--- src/rtl/creg_pkg.sv ---
package creg_pkg;

    localparam int DUTY_W      = 7;
    localparam int FRAME_W     = DUTY_W - 1;
    localparam int FRAME_TICKS = 1 << FRAME_W;
    localparam int FRAC        = 8;
    localparam int ACC_W       = 20;

    typedef logic [DUTY_W-1:0] duty_t;

    localparam duty_t DUTY_MIN = duty_t'(13);
    localparam duty_t DUTY_MAX = duty_t'(115);

    typedef enum logic [1:0] {
        ST_IDLE,
        ST_MEASURE,
        ST_RUN,
        ST_HALT
    } reg_state_e;

    typedef struct packed {
        logic rise;
        logic fall;
        logic bad;
    } cmd_evt_t;

    typedef logic signed [ACC_W-1:0] acc_t;

    function automatic acc_t clip(input acc_t v, input acc_t lo, input acc_t hi);
        if (v < lo) return lo;
        if (v > hi) return hi;
        return v;
    endfunction

endpackage

--- src/rtl/creg_cmd_meter.sv ---
module creg_cmd_meter
    import creg_pkg::*;
#(
    parameter int CUR_W         = 9,
    parameter int ON_W          = 10,
    parameter int ON_MIN        = 50,
    parameter int ON_MAX        = 450,
    parameter int MAX_CMD_TICKS = 132
) (
    input  logic             clk,
    input  logic             rst,
    input  logic             ref_tick,
    input  logic             meas_tick,
    input  logic             cmd,
    output cmd_evt_t         evt,
    output logic [CUR_W-1:0] target,
    output logic             tgt_chg
);

    localparam int PER_W = $clog2(MAX_CMD_TICKS + 2);

    logic             cmd_q, cmd_d, seen_rise;
    logic [ON_W-1:0]  on_cnt;
    logic [PER_W-1:0] per_cnt;
    logic [CUR_W-1:0] tgt_new;

    always_comb begin
        evt.rise = cmd_q & ~cmd_d;
        evt.fall = ~cmd_q & cmd_d & seen_rise;
        evt.bad  = per_cnt > PER_W'(MAX_CMD_TICKS);
        if (on_cnt < ON_W'(ON_MIN))
            tgt_new = CUR_W'(ON_MIN);
        else if (on_cnt > ON_W'(ON_MAX))
            tgt_new = CUR_W'(ON_MAX);
        else
            tgt_new = CUR_W'(on_cnt);
    end

    always_ff @(posedge clk) begin
        if (rst) begin
            cmd_q     <= 1'b0;
            cmd_d     <= 1'b0;
            seen_rise <= 1'b0;
            on_cnt    <= '0;
            per_cnt   <= '0;
            target    <= '0;
            tgt_chg   <= 1'b0;
        end else begin
            cmd_q   <= cmd;
            cmd_d   <= cmd_q;
            tgt_chg <= 1'b0;
            if (evt.rise) begin
                seen_rise <= 1'b1;
                on_cnt    <= ON_W'(meas_tick);
                per_cnt   <= '0;
            end else begin
                if (cmd_q && meas_tick && on_cnt != '1)
                    on_cnt <= on_cnt + 1'b1;
                if (ref_tick && per_cnt <= PER_W'(MAX_CMD_TICKS))
                    per_cnt <= per_cnt + 1'b1;
            end
            if (evt.fall) begin
                target  <= tgt_new;
                tgt_chg <= (tgt_new != target);
            end
        end
    end

endmodule

--- src/rtl/creg_frame.sv ---
module creg_frame
    import creg_pkg::*;
(
    input  logic               clk,
    input  logic               rst,
    input  logic               ref_tick,
    input  logic               run,
    input  logic               restart,
    output logic [FRAME_W-1:0] pos,
    output logic               wrap
);

    assign wrap = run && ref_tick && (pos == '1);

    always_ff @(posedge clk) begin
        if (rst || restart)
            pos <= '0;
        else if (run && ref_tick)
            pos <= pos + 1'b1;
    end

endmodule

--- src/rtl/creg_pi.sv ---
module creg_pi
    import creg_pkg::*;
#(
    parameter int CUR_W      = 9,
    parameter int KP         = 246,
    parameter int KI         = 32,
    parameter int ERR_FRAMES = 40
) (
    input  logic             clk,
    input  logic             rst,
    input  logic             clear,
    input  logic             sample,
    input  logic             tgt_chg,
    input  logic [CUR_W-1:0] target,
    input  logic [CUR_W-1:0] cur,
    output duty_t            duty,
    output logic             reg_err
);

    localparam int   CNT_W = $clog2(ERR_FRAMES + 1);
    localparam acc_t KP_S  = acc_t'(KP);
    localparam acc_t KI_S  = acc_t'(KI);
    localparam acc_t D_LO  = acc_t'(int'(DUTY_MIN));
    localparam acc_t D_HI  = acc_t'(int'(DUTY_MAX));
    localparam acc_t Q_LO  = acc_t'(int'(DUTY_MIN) * (1 << FRAC));
    localparam acc_t Q_HI  = acc_t'(int'(DUTY_MAX) * (1 << FRAC));

    logic             lock;
    acc_t             integ, err, integ_n, sum_p, raw;
    duty_t            duty_n, d_next;
    logic             at_lim;
    logic [CNT_W-1:0] sat_cnt;

    always_comb begin
        err     = $signed({{(ACC_W-CUR_W){1'b0}}, target})
                - $signed({{(ACC_W-CUR_W){1'b0}}, cur});
        integ_n = clip(integ + KI_S * err, Q_LO, Q_HI);
        sum_p   = integ_n + KP_S * err;
        raw     = sum_p >>> FRAC;
        duty_n  = duty_t'(clip(raw, D_LO, D_HI));
        d_next  = lock ? DUTY_MAX : duty_n;
        at_lim  = (d_next == DUTY_MIN) || (d_next == DUTY_MAX);
    end

    always_ff @(posedge clk) begin
        if (rst || clear) begin
            lock    <= 1'b1;
            integ   <= Q_HI;
            duty    <= DUTY_MAX;
            sat_cnt <= '0;
            reg_err <= 1'b0;
        end else begin
            if (sample) begin
                duty <= d_next;
                if (lock) begin
                    if (cur >= target) begin
                        lock  <= 1'b0;
                        integ <= Q_HI;
                    end
                end else begin
                    integ <= integ_n;
                    if (raw > D_HI)
                        lock <= 1'b1;
                end
                if (at_lim) begin
                    if (sat_cnt != CNT_W'(ERR_FRAMES))
                        sat_cnt <= sat_cnt + 1'b1;
                    if (sat_cnt >= CNT_W'(ERR_FRAMES - 1))
                        reg_err <= 1'b1;
                end else begin
                    sat_cnt <= '0;
                    reg_err <= 1'b0;
                end
            end
            if (tgt_chg)
                lock <= 1'b1;
        end
    end

endmodule

--- src/rtl/pwm_current_regulator.sv ---
module pwm_current_regulator
    import creg_pkg::*;
#(
    parameter int CUR_W         = 9,
    parameter int ON_W          = 10,
    parameter int ON_MIN        = 50,
    parameter int ON_MAX        = 450,
    parameter int MAX_CMD_TICKS = 132,
    parameter int ERR_FRAMES    = 40,
    parameter int KP            = 246,
    parameter int KI            = 32
) (
    input  logic             clk,
    input  logic             rst,
    input  logic             ref_tick,
    input  logic             meas_tick,
    input  logic             en,
    input  logic             cmd,
    input  logic [CUR_W-1:0] cur_code,
    input  logic             recirc_ok,
    output logic             gate,
    output duty_t            duty,
    output logic             reg_err
);

    reg_state_e         st_q, st_d;
    cmd_evt_t           evt;
    logic               cmd_bad;
    logic [CUR_W-1:0]   target;
    logic               tgt_chg;
    logic [FRAME_W-1:0] pos;
    logic               wrap, go, running, clear;

    assign cmd_bad = evt.bad;
    assign go      = (st_q == ST_IDLE) && en && evt.fall && !evt.bad;
    assign running = (st_q == ST_MEASURE) || (st_q == ST_RUN);
    assign clear   = (st_q == ST_IDLE) || (st_q == ST_HALT);
    assign gate    = (st_q == ST_RUN) && recirc_ok && ({pos, 1'b0} < duty);

    creg_cmd_meter #(
        .CUR_W(CUR_W), .ON_W(ON_W), .ON_MIN(ON_MIN), .ON_MAX(ON_MAX),
        .MAX_CMD_TICKS(MAX_CMD_TICKS)
    ) u_meter (
        .clk(clk), .rst(rst), .ref_tick(ref_tick), .meas_tick(meas_tick),
        .cmd(cmd), .evt(evt), .target(target), .tgt_chg(tgt_chg)
    );

    creg_frame u_frame (
        .clk(clk), .rst(rst), .ref_tick(ref_tick), .run(running),
        .restart(go), .pos(pos), .wrap(wrap)
    );

    creg_pi #(
        .CUR_W(CUR_W), .KP(KP), .KI(KI), .ERR_FRAMES(ERR_FRAMES)
    ) u_pi (
        .clk(clk), .rst(rst), .clear(clear), .sample(wrap), .tgt_chg(tgt_chg),
        .target(target), .cur(cur_code), .duty(duty), .reg_err(reg_err)
    );

    always_comb begin
        st_d = st_q;
        case (st_q)
            ST_IDLE: if (go) st_d = ST_MEASURE;
            ST_MEASURE, ST_RUN: begin
                if (!en || evt.bad)
                    st_d = ST_IDLE;
                else if (!recirc_ok)
                    st_d = ST_HALT;
                else if (st_q == ST_MEASURE && wrap)
                    st_d = ST_RUN;
            end
            ST_HALT: if (!en || evt.bad || evt.rise) st_d = ST_IDLE;
            default: st_d = ST_IDLE;
        endcase
    end

    always_ff @(posedge clk) begin
        if (rst) st_q <= ST_IDLE;
        else     st_q <= st_d;
    end

endmodule

--- config.mk ---
export PLATFORM = sky130hd
export DESIGN_NAME = pwm_current_regulator
export DESIGN_NICKNAME = d
export VERILOG_FILES = /design/src/rtl/creg_pkg.sv /design/src/rtl/creg_cmd_meter.sv /design/src/rtl/creg_frame.sv /design/src/rtl/creg_pi.sv /design/src/rtl/pwm_current_regulator.sv
export SDC_FILE = /design/constraint.sdc
export NUM_CORES = 1
export LEC_CHECK = 0
export BUFFER_PORTS_ARGS = -buffer_cell sky130_fd_sc_hd__buf_2
export CAP_MARGIN = 5
export CORE_ASPECT_RATIO = 1.25
export CORE_MARGIN = 5
export CORE_UTILIZATION = 46
export CTS_CLUSTER_DIAMETER = 200
export CTS_CLUSTER_SIZE = 8
export DETAILED_ROUTE_END_ITERATION = 8
export PLACE_DENSITY = 0.69
export SLEW_MARGIN = 0
export SYNTH_ARGS = -nofsm -noshare
export SYNTH_HDL_FRONTEND = slang
export SYNTH_SLANG_ARGS = --single-unit
--- constraint.sdc ---
create_clock -name clk -period 12.1 [get_ports clk]
set_input_delay 1.21 -clock clk [delete_from_list [all_inputs] [get_ports clk]]
set_output_delay 1.21 -clock clk [all_outputs]
set_load 0.01 [all_outputs]
==> summary.txt, run 1 <==
Status = complete, no violations
Clock sink count = 73
Crit path max fanout = 12
Required time worst endpoint = 12280 ps
Area fraction in compound gates after synthesis = 0.234
Root Driver = clkbuf_16
Synth Area in XOR/XNOR = 0.0652
Clk slew on worst S/H paths = 50 ps
Nets@finish = 1151
Starting Density = 0.469
Crit path top cell by count = a21oi_1
Share of cells above drive strength 1 = 0.0670
Drt first pass iters = 6
Post-CTS sizing = 0
FF+latch count, synth = 73
Multi-input gate area = 5890 sq um
ANT cells = 0
Io pins = 25
Register area share after synthesis = 0.184
Initial antenna violation count = 0
Total grt overflow = 0
Crit path max-delay cell type = fa_1
Cells after Synth = 1009
DR vias = 7091
DR iter-0 viols = 452
Post-synth top area cell = dfxtp_1
Post-synth EDFFs = 0
Routed Wire Length = 19.2 mm
Worst Path Arrival = 9540 ps
Slowest stage delay, CP = 560 ps
Sequential cell area = 1460 sq um
Max Fclk = 107 MHz
DIE WIDTH = 127 microns
Die area = 20000 sq um
PortBufs = 24
Row Count = 53
Tcrit/Tclk final = 0.774
CTS tree = built
Largest cells by area after synthesis = dfxtp_1 18%, ha_1 14%, fa_1 8.8%
Clk buf depth = 2
Post-synthesis mux area share = 0.00379
Synth Area in Simple Gates = 0.208
Worst slew pin tran = 948 ps
Post-Synth Adder-Cell Area = 0.231
Die extent in y = 157 microns
Synth-to-layout area growth = 7.38%
Vias per Instance = 5.74
Post-synth cell types = 78
Startpoint Class = input port
Fin crit period = 9360 ps
Hpwl dp = 15.7 mm
Final setup TNS = 0 ps
Clk_lat worst skew = 340 ps
Pins Over Slew Limit = 0
Hold_buf cts = 0
Fillers = 1684
Hold Path Class = reg2reg
Synth async-reset ratio = 0
Core ar. = 16900 sq um
DRC = 0
# setup viols final = 0
Routability cong. = 0.940
Avg Cell Area, Syn = 7.85 sq um
Post-synth top area share = 0.184
All-Layer GR Usage = 0.197
Buffer count from post-CTS setup fixing = 0
H-tree depth = 3
RSZ-0062 raised after global routing = false
Fin util = 0.503
Synth warn = 0
Final Hold Viols = 0
Slew margin rel. = 0.367
Largest net degree at the start of global routing = 21
Main synth FF type = dfxtp_1
Clk_skew = 10.7 ps
Critical path class = in2reg
Detailed-route wire length per cell = 15.5 microns
Critical Path End Type = flip-flop
Max-cap violations = 0
Largest family of logic cells by synthesized area = compound AO/OA/AOI/OAI gates
Post-DRT Antenna Nets = 0
Vias in the first global route = 7005
Cell Area, Synth = 7920 sq um
CTS Buf Count = 9
First-pass GRT wire length = 32.7 mm
Final Worst Setup Slack = 2740 ps
Pre-CTS setup slack = 2440 ps
==> area by class of cell <==
type,count,area share
Sequential cell,73,0.172
Multi-Input combinational cell,784,0.692
Tap cell,220,0.0324
Clock buffer,11,0.0297
Timing Repair Buffer,25,0.0150
Inverter,117,0.0516
Clock inverter,5,0.00735
==> synthesized netlist by cell type (3+ instances only) <==
master     instances
inv_1            117
nand3b_1           5
o211a_1            3
a31oi_1           11
o21bai_1           8
and2_1             8
nand3_1           30
dfxtp_1           73
mux2i_1            3
o21a_1             9
nor3_1            32
a22oi_1            3
or2_2              7
a32oi_1            3
o21ai_1            3
xnor2_1           33
o31ai_1            5
a211oi_1          12
nor3b_1            5
fa_1              35
nand2_1           72
a211o_1            7
nor2b_1           13
a41oi_1            3
or3_1             11
o2111ai_1          3
nand2b_1          12
nand4_1           10
o32a_1             3
a31o_2             4
o211ai_1           5
clkbuf_1          34
nor2_1            86
xor2_1            26
o21ai_0           39
a21o_1            27
nor4_1            14
a21oi_1           70
and3_1            18
a21boi_0           4
ha_1              90
a311oi_1           6
==> state kept, by name (all words and copies together), names as in the netlist <==
signal             cells
u_meter.on_cnt        10
u_pi.duty              7
u_meter.tgt_chg        1
u_meter.cmd_q          1
st_q                   2
u_frame.pos            6
u_pi.reg_err           1
u_pi.lock              1
u_meter.target         9
u_pi.sat_cnt           6
u_meter.per_cnt        8
u_meter.cmd_d          1
u_pi.integ            19
u_meter.seen_rise      1
==> final timing paths <==
kind | from | end | slack [ps] | cells after the start
worst max-delay path | cur_code[0] | u_pi.sat_cnt[1] | 2740 | 38
worst min-delay path | u_meter.tgt_chg | u_pi.lock | 420 | 1
worst max register to register | u_meter.target[0] | u_pi.sat_cnt[1] | 3260 | 38
worst min register to register | u_meter.tgt_chg | u_pi.lock | 420 | 1
==> layer usage <==
layer / vias to the layer above / part of all wire / track usage / routed length [microns]
met5: - / 0 / 0 / 0
met4: 0 / 0.030 / 0.0726 / 585
met3: 44 / 0.030 / 0.0222 / 571
met2: 156 / 0.51 / 0.363 / 9700
met1: 3328 / 0.43 / 0.234 / 8320
li1: 3563 / - / - / -
==> cell usage in the layout (no fill, tap or decap), types with 32 or more instances in the layout <==
cell	n
xnor2_1	33
fa_1	35
o21ai_0	39
nand2_1	72
nor3_1	32
dfxtp_1	73
nor2_1	86
a21oi_1	70
inv_1	117
ha_1	90
==> through the flow <==
step           instance area (sq um)  instances  hold slack [ps]
2_1_floorplan                   7930       1012              388
3_3_place_gp                    8190       1219              404
3_5_place_dp                    8190       1219              412
4_1_cts                         8510       1235              425
5_1_grt                         8510       1235              433
6_report                        8510       1235              420
==> worst max-delay path, delay by kind of cell <==
kind,cells,cell delay [ps]
fa+ha+maj,7,2850
buf+inv,6,570
simple gates,9,1500
xor+xnor,2,420
compound gates,14,2960
==> kinds of logic (layout without fill, tap and decap cells) <==
group / count (synthesis) / count (layout)
simple gates: 331 / 331
compound gates: 262 / 262
buf+inv: 155 / 158
fa+ha+maj: 125 / 125
flops: 73 / 73
xor+xnor: 59 / 59
mux: 3 / 3
other cells: 1 / 4
Power of run 1 is not shown: default switching activity piles up to over one toggle a cycle in this logic, so the estimate is an artifact.
==> run 2: changes to the inputs <==
ABC_AREA = 1   (was unset)
clock period = 9.4 ns   (was 12.1 ns; I/O delays follow)
==> summary.txt, run 2 <==
DRC = 0 (unchanged)
Most common cell after layout, fill and taps aside = nand2_1
Max FFs per register = 19 (unchanged)
Worst Path Arrival = 8760 ps (-780 ps)
RSZ-0062 raised after global routing = false
Starting Density = 0.464 (-0.00475)
Slowest stage delay, CP = 540 ps (-20 ps)
Main synth FF type = dfxtp_1
Post-DRT Antenna Nets = 0 (unchanged)
Top cells by count, synth = 242 x nand2_1, 225 x inv_1, 90 x ha_1
DR vias = 7109 (+0.25%)
Pre-CTS setup slack = 212 ps (-2230 ps)
Largest delay share family, worst path = adder cells
Routability cong. = 0.978 (+4.1%)
Core ar. = 16700 sq um (-1.2%)
Startpoint Class = input port
Final Hold Viols = 0 (unchanged)
Worst slew pin tran = 776 ps (-172 ps)
Post-synth top area share = 0.189 (+0.00411)
Met3 WL = 750 microns (+31%)
Die extent in y = 155 microns (-1.0%)
Hold Path Class = reg2reg
Tcrit/Tclk final = 0.905
Final setup TNS = 0 ps (unchanged)
Biggest regs = u_pi.integ (19), u_meter.on_cnt (10), u_meter.target (9)
PortBufs = 24 (unchanged)
Synth async-reset ratio = 0 (unchanged)
Crit path max fanout = 9 (-3)
Critical Path End Type = flip-flop
First-pass GRT wire length = 31.5 mm (-3.7%)
Critical path buffer and inverter count = 10 (+4)
Met1 WL = 7.93 mm (-4.7%)
Hpwl dp = 15.2 mm (-3.2%)
Hold_buf cts = 0 (unchanged)
Register area share after synthesis = 0.189 (+0.00411)
Post-synth EDFFs = 0 (unchanged)
# setup viols final = 0 (unchanged)
Fin crit period = 8500 ps
Synth-to-layout area growth = 9.38%
Row Count = 53 (unchanged)
DR iter-0 viols = 268 (-41%)
Io pins = 25 (unchanged)
Drt first pass iters = 5 (-1)
Share of cells above drive strength 1 = 0.0845 (+0.0175)
Root Driver = clkbuf_16
Required time worst endpoint = 9660 ps (-2620 ps)
Cell Area, Synth = 7750 sq um (-2.2%)
DR top layer = met4
Critical path class = in2reg
Routed Wire Length = 18.4 mm (-4.0%)
Clk buf depth = 2 (unchanged)
Crit path max-delay cell type = fa_1
Max Fclk = 118 MHz
Nets@finish = 1320 (+15%)
Post-synth top area cell = dfxtp_1
Most frequent cells in the layout = 242 x nand2_1, 225 x inv_1, 90 x ha_1, 89 x nor2_1, 86 x a21oi_1
Most flops, register = u_pi.integ
Avg Cell Area, Syn = 6.77 sq um (-14%)
Hold_sp = u_meter.tgt_chg
Status = complete, no violations
Cells after Synth = 1145 (+13%)
FF+latch count, synth = 73 (unchanged)
Vias in the first global route = 6887 (-1.7%)
All-Layer GR Usage = 0.193 (-0.00341)
Largest cells by area after synthesis = dfxtp_1 19%, ha_1 15%, nand2_1 12%
CTS Buf Count = 9 (unchanged)
Vias per Instance = 5.06 (-12%)
CTS tree = built
DIE WIDTH = 126 microns (-1.0%)
Crit. Startpoint = cur_code[0]
Max-cap violations = 0 (unchanged)
H-tree depth = 3 (unchanged)
ANT cells = 0 (unchanged)
Pins Over Slew Limit = 0 (unchanged)
WL met2 = 9.18 mm (-5.4%)
Post-synth cell types = 45 (-42%)
Clk_lat worst skew = 340 ps (about the same)
Largest net degree at the start of global routing = 22 (+4.8%)
Clk_skew = 8.40 ps (-2.26 ps)
Die area = 19600 sq um (-2.0%)
Clock sink count = 73 (unchanged)
Top-count cell post-synth = nand2_1
Final Worst Setup Slack = 897 ps (-1840 ps)
Synth warn = 0 (unchanged)
Slew margin rel. = 0.477 (+0.111)
Worst r2r src = u_meter.target[0]
Clk slew on worst S/H paths = 60 ps (about the same)
Initial antenna violation count = 0 (unchanged)
Detailed-route wire length per cell = 13.1 microns (-16%)
Total grt overflow = 0 (unchanged)
## run 2: timing repair
action / in CTS / in global routing
gates resized for setup: 0 / 3
buffers inserted: 0 / 2
setup endpoints to repair: 0 / 7
## run 2: per-layer routing
layer  track usage  up-vias
met3        0.0282       43
met5             0        -
met2         0.347      117
li1              -     3716
met1         0.234     3233
met4        0.0715        0
## run 2: worst register-to-register path, delay by kind of cell (launching register included)
family	cells	cell delay, ps
compound gates	8	1310
xor+xnor	2	310
fa+ha+maj	8	3050
buf+inv	10	830
flops	1	320
simple gates	24	2350
## run 2: area by class of cell
class / count / area [sq um]
timing repair buffer: 29 / 158
clock buffer: 10 / 239
tap: 220 / 275
fill: 1702 / 8230
sequential: 73 / 1460
multi-input combinational: 828 / 5390
clock inverter: 6 / 65.1
inverter: 238 / 893
## run 2: final timing paths
path                      to  slack (ps)  cells after the start
max reg2reg  u_pi.sat_cnt[5]        1160                     52
min reg2reg        u_pi.lock         420                      2
max          u_pi.sat_cnt[5]         900                     52
min                u_pi.lock         420                      2
## run 2: cell families after synthesis
group / synth area share
flops: 0.189
buf+inv: 0.120
xor+xnor: 0.0530
other cells: 0.000484
compound gates: 0.132
simple gates: 0.270
fa+ha+maj: 0.236
## run 2: stage by stage
step,hold WS (ps),cell area [sq um],instances,utilization
after global placement,400,8140,1386,0.487
after detailed placement,404,8140,1386,0.487
after global routing,467,8480,1404,0.507
after floorplan,395,7760,1148,-
after CTS,418,8450,1402,0.505
final,415,8480,1404,0.507
Power of run 2 is left out for the same reason.
